[src/rtl/pot_host_pkg.sv]
package pot_host_pkg;
    localparam int unsigned FIELD_W = 17;

    typedef enum logic [2:0] {
        ST_IDLE,
        ST_SETUP,
        ST_LEAD,
        ST_HIGH,
        ST_LOW,
        ST_TRAIL
    } host_state_t;
endpackage

[src/rtl/pot_phase_timer.sv]
module pot_phase_timer #(
    parameter int unsigned PHASE_CYC = 3
) (
    input  logic clk,
    input  logic rst_n,
    input  logic run,
    output logic tick
);
    localparam int unsigned CW = $clog2(PHASE_CYC) + 1;

    logic [CW-1:0] cnt_q;

    assign tick = run && (cnt_q == CW'(PHASE_CYC - 1));

    always_ff @(posedge clk or negedge rst_n) begin
        if (!rst_n) begin
            cnt_q <= '0;
        end else if (!run || tick) begin
            cnt_q <= '0;
        end else begin
            cnt_q <= cnt_q + 1'b1;
        end
    end
endmodule

[src/rtl/pot_frame_shifter.sv]
module pot_frame_shifter #(
    parameter int unsigned W = 34
) (
    input  logic         clk,
    input  logic         rst_n,
    input  logic         load,
    input  logic [W-1:0] load_val,
    input  logic         shift,
    input  logic         ser_in,
    output logic [W-1:0] word,
    output logic         msb
);
    logic [W-1:0] sreg_q;

    always_ff @(posedge clk or negedge rst_n) begin
        if (!rst_n) begin
            sreg_q <= '0;
        end else if (load) begin
            sreg_q <= load_val;
        end else if (shift) begin
            sreg_q <= {sreg_q[W-2:0], ser_in};
        end
    end

    assign word = sreg_q;
    assign msb  = sreg_q[W-1];
endmodule

[src/rtl/pot_chain_host.sv]
module pot_chain_host
    import pot_host_pkg::*;
#(
    parameter int unsigned N_DEV     = 2,
    parameter int unsigned PHASE_CYC = 3
) (
    input  logic                      clk,
    input  logic                      rst_n,
    input  logic                      start_i,
    input  logic                      rd_i,
    input  logic [FIELD_W*N_DEV-1:0]  wr_data_i,
    output logic                      busy_o,
    output logic                      done_o,
    output logic [FIELD_W*N_DEV-1:0]  rd_data_o,
    output logic                      ser_en_o,
    output logic                      ser_clk_o,
    output logic                      ser_dq_o,
    output logic                      ser_dq_oe_o,
    input  logic                      ser_dq_i
);
    localparam int unsigned W  = FIELD_W * N_DEV;
    localparam int unsigned CW = $clog2(W + 1);

    host_state_t   state_q, state_d;
    logic          tick;
    logic          rd_mode_q;
    logic [CW-1:0] edge_q;
    logic          last_bit;
    logic          start_ok;
    logic          shift_en;
    logic          en_q, sclk_q, oe_q, done_q;

    assign start_ok = start_i && (state_q == ST_IDLE);
    assign last_bit = (edge_q == CW'(W - 1));

    pot_phase_timer #(.PHASE_CYC(PHASE_CYC)) u_timer (
        .clk   (clk),
        .rst_n (rst_n),
        .run   (state_q != ST_IDLE),
        .tick  (tick)
    );

    // Read: one shift at the end of setup, then one after each rising edge
    // except the last. Write: a shift after each rising edge except the last.
    assign shift_en = tick && (((state_q == ST_SETUP) && rd_mode_q) ||
                               ((state_q == ST_HIGH) && !last_bit));

    pot_frame_shifter #(.W(W)) u_shift (
        .clk      (clk),
        .rst_n    (rst_n),
        .load     (start_ok),
        .load_val (wr_data_i),
        .shift    (shift_en),
        .ser_in   (ser_dq_i),
        .word     (rd_data_o),
        .msb      (ser_dq_o)
    );

    always_comb begin
        state_d = state_q;
        unique case (state_q)
            ST_IDLE:  if (start_i) state_d = ST_SETUP;
            ST_SETUP: if (tick)    state_d = ST_LEAD;
            ST_LEAD:  if (tick)    state_d = ST_HIGH;
            ST_HIGH:  if (tick)    state_d = last_bit ? ST_TRAIL : ST_LOW;
            ST_LOW:   if (tick)    state_d = ST_HIGH;
            ST_TRAIL: if (tick)    state_d = ST_IDLE;
            default:               state_d = ST_IDLE;
        endcase
    end

    // State register with bit counter and mode flag
    always_ff @(posedge clk or negedge rst_n) begin
        if (!rst_n) begin
            state_q   <= ST_IDLE;
            edge_q    <= '0;
            rd_mode_q <= 1'b0;
        end else begin
            state_q <= state_d;
            if (start_ok) begin
                rd_mode_q <= rd_i;
                edge_q    <= '0;
            end else if (tick && (state_q == ST_HIGH)) begin
                edge_q <= edge_q + 1'b1;
            end
        end
    end

    // Registered pin outputs, decoded from the next state
    always_ff @(posedge clk or negedge rst_n) begin
        if (!rst_n) begin
            en_q   <= 1'b0;
            sclk_q <= 1'b0;
            oe_q   <= 1'b0;
            done_q <= 1'b0;
        end else begin
            en_q   <= (state_d == ST_LEAD) || (state_d == ST_HIGH) ||
                      (state_d == ST_LOW)  || (state_d == ST_TRAIL);
            sclk_q <= (state_d == ST_HIGH);
            if (start_ok) begin
                oe_q <= !rd_i;
            end else if (state_d == ST_IDLE) begin
                oe_q <= 1'b0;
            end
            done_q <= (state_q == ST_TRAIL) && tick;
        end
    end

    assign busy_o      = (state_q != ST_IDLE);
    assign done_o      = done_q;
    assign ser_en_o    = en_q;
    assign ser_clk_o   = sclk_q;
    assign ser_dq_oe_o = oe_q;
endmodule

[config.mk]
export PLATFORM = sky130hd
export DESIGN_NAME = pot_chain_host
export DESIGN_NICKNAME = d
export VERILOG_FILES = /design/src/rtl/pot_host_pkg.sv /design/src/rtl/pot_phase_timer.sv /design/src/rtl/pot_frame_shifter.sv /design/src/rtl/pot_chain_host.sv
export SDC_FILE = /design/constraint.sdc
export NUM_CORES = 1
export LEC_CHECK = 0
export ABC_CLOCK_PERIOD_IN_PS = 5100
export BUFFER_PORTS_ARGS = -buffer_cell sky130_fd_sc_hd__buf_4
export CORE_MARGIN = 1
export CORE_UTILIZATION = 49
export DETAILED_ROUTE_END_ITERATION = 8
export PLACE_DENSITY = 0.87
export SLEW_MARGIN = 20
export SYNTH_ARGS = -nofsm -noshare
export SYNTH_HDL_FRONTEND = slang
export SYNTH_SLANG_ARGS = --single-unit
[constraint.sdc]
create_clock -name clk -period 5.1 [get_ports clk]
set_input_delay 1.02 -clock clk [delete_from_list [all_inputs] [get_ports clk]]
set_output_delay 1.02 -clock clk [all_outputs]
set_load 0.02 [all_outputs]
==> reports/qor.csv <==
metric,value,unit
drive_gt1_share,33.3,%
grt_pass1_vias,1893,
rsz0062_at_grt,false,
synth_top_cell_by_area,dfrtp_1,
clk_latency,0.30,ns
setup_tns,0,ns
grt_max_degree,52,
clock.fmax,373,MHz
clock-sinks,51,
setup_viol,0,
critPathLaunchType,flip-flop,
status,completed,
fin_nets,324,
grt_usage,22.6,%
synth_top_family_by_area,simple AND/OR/NAND/NOR gates,
hold_viol,0,
syn-num-nets,254,
synth_seq_cells,51,
viasPerCell,5.70,
drt_iter0_drc,134,
wl_per_cell,16.1,um
period_share,52.6,%
yosysSeqAreaShare,52.9,%
drc,0,
slew_headroom,29.0,%
synth_area_leaders,"dfrtp_1 (53%), a221o_1 (14%), and3_1 (8.6%)",
std_cell_rows,25,
clk_path_buf_depth,2,
critPathKind,flip-flop to flip-flop,
dieHeight,72.2,um
tightest_slew,1.06,ns
ys.flop_type,dfrtp_1,
fp.coreArea,0.00472,mm2
cp.required,5.28,ns
place_congestion,0.750,
synth_compound_area_share,18.7,%
antennaDiodeCount,0,
vias,1990,
synthCells,211,
drv_slew,0,
powerDensity,625,mW/mm2
grt.overflow.total,0,
synth_cell_type_count,40,
cts-root-buf,clkbuf_8,
synthTopCellsByCount,"dfrtp_1 (51), a221o_1 (33), and3_1 (33)",
end_kind,flip-flop,
holdBufCountCts,0,
post_cts_buffers,0,
ir_drop,0.288,mV
tritoncts,done,
wirelength,5620,um
period_needed,2.68,ns
worstHoldPathType,flip-flop to flip-flop,
synth.avg_cell_area,11.4,um2
synth_xor_area_share,1.82,%
syn_area,0.00241,mm2
io_pins,79,
antenna_found_initial,0,
ant_nets,0,
worstPathMaxFanout,32,
die_w,72.2,um
area_growth,28.3,%
synth_fa_ha_area_share,2.07,%
cp.arrival,2.87,ns
cts_buffers,5,
port_buffers,78,
synth_enable_flop_cells,0,
skew,0.00951,ns
cts-resized-gates,0,
dp.final_hpwl,3920,um
cts.reportedPaths.clkPinSlew,0.09,ns
leakagePower,1.60,nW
synthMuxAreaShare,0.415,%
yosys.area.top_type_share,52.9,%
grt_pass1_wl,9110,um
synthSimpleGateAreaFrac,19.2,%
dr.pass1.iters,4,
holdWs,0.470,ns
htree_num_levels,2,
start_util,51.1,%
dieArea,0.00521,mm2
async_reset_ff_share,100,%
drv_cap,0,
synth_most_common_cell,dfrtp_1,
yosys_warnings,0,
layout make-up:
class / count / area (um2)
Multi-Input combinational cell: 137 / 1020
Inverter: 5 / 18.8
Fill cell: 390 / 1630
Clock inverter: 2 / 17.5
Timing Repair Buffer: 81 / 608
Sequential cell: 51 / 1280
Clock buffer: 6 / 72.6
Tap cell: 67 / 83.8
critical path: stages, from the launching register on:
cell and delay, ns:
dfrtp_1 0.58, nor3_1 0.42, and2_1 0.90, a21oi_2 0.02, buf_4 0.28, a221o_1 0.35
power breakdown:
group / total (mW) / internal [mW] / switching [mW] / leakage, nW
clock network: 0.232 / 0.0987 / 0.133 / 0.0454
logic: 0.957 / 0.438 / 0.519 / 0.903
registers: 0.746 / 0.580 / 0.166 / 0.647
total: 1.93 / 1.12 / 0.819 / 1.60
final timing paths:
check / startpoint / endpoint / slack, ns / cells past startpoint
worst max-delay path: state_q[1] / u_shift.word[10] / 2.42 / 5
worst min-delay path: u_timer.cnt_q[0] / u_timer.cnt_q[0] / 0.47 / 1
worst max register to register: state_q[1] / u_shift.word[10] / 2.42 / 5
worst min register to register: u_timer.cnt_q[0] / u_timer.cnt_q[0] / 0.47 / 1
max in group asynchronous: rst_n / u_timer.cnt_q[2] / 3.96 / 1
min in group asynchronous: rst_n / done_o / 0.73 / 1
layout by cell type (no fill, tap or decap), types with 2 or more instances in the layout:
master and instances:
buf_4 81, dfrtp_1 51, a221o_1 33, and3_1 33
nor2_1 12, nand2_1 10, and2_1 6, inv_1 5
clkbuf_8 5, o21ai_0 4, xor2_1 4, ha_1 4
a21oi_1 3, nand3_1 3, nand2b_1 2, o211ai_1 2
clkinv_4 2
logic make-up (layout without fill, tap and decap cells):
logic type               after synthesis  after routing
AND/OR/NAND/NOR                       77             77
buffers and inverters                 23             94
XOR/XNOR                               5              5
AO/OA/AOI/OAI                         50             50
adder cells (fa/ha/maj)                4              4
multiplexers                           1              1
flip-flops                            51             51
layer usage:
metal	global-route usage [%]	vias up	share of wire [%]	wire length, um
li1	-	937	-	-
met1	30.5	970	44	2450
met2	35.4	73	50	2790
met3	5.69	10	4.9	277
met4	8.71	0	1.9	105
met5	0	-	0	0
through the flow:
step | utilization (%) | std cells | area, um2 | worst slack (ns) | power, mW
floorplan | - | 211 | 2410 | 3.04 | 1.35
global placement | 63.6 | 341 | 3010 | 2.42 | 1.68
detailed placement | 63.6 | 341 | 3010 | 2.37 | 1.71
CTS | 65.5 | 349 | 3100 | 2.43 | 1.95
global route | 65.5 | 349 | 3100 | 2.22 | 2.05
finish | 65.5 | 349 | 3100 | 2.42 | 1.93
sequential cells by signal, indices dropped and copies added, names as in the netlist:
name	count
u_shift.word	34
edge_q	6
state_q	3
u_timer.cnt_q	3
done_o	1
rd_mode_q	1
ser_clk_o	1
ser_dq_oe_o	1
ser_en_o	1
No activity file was read; power rests on OpenSTA's default activity.
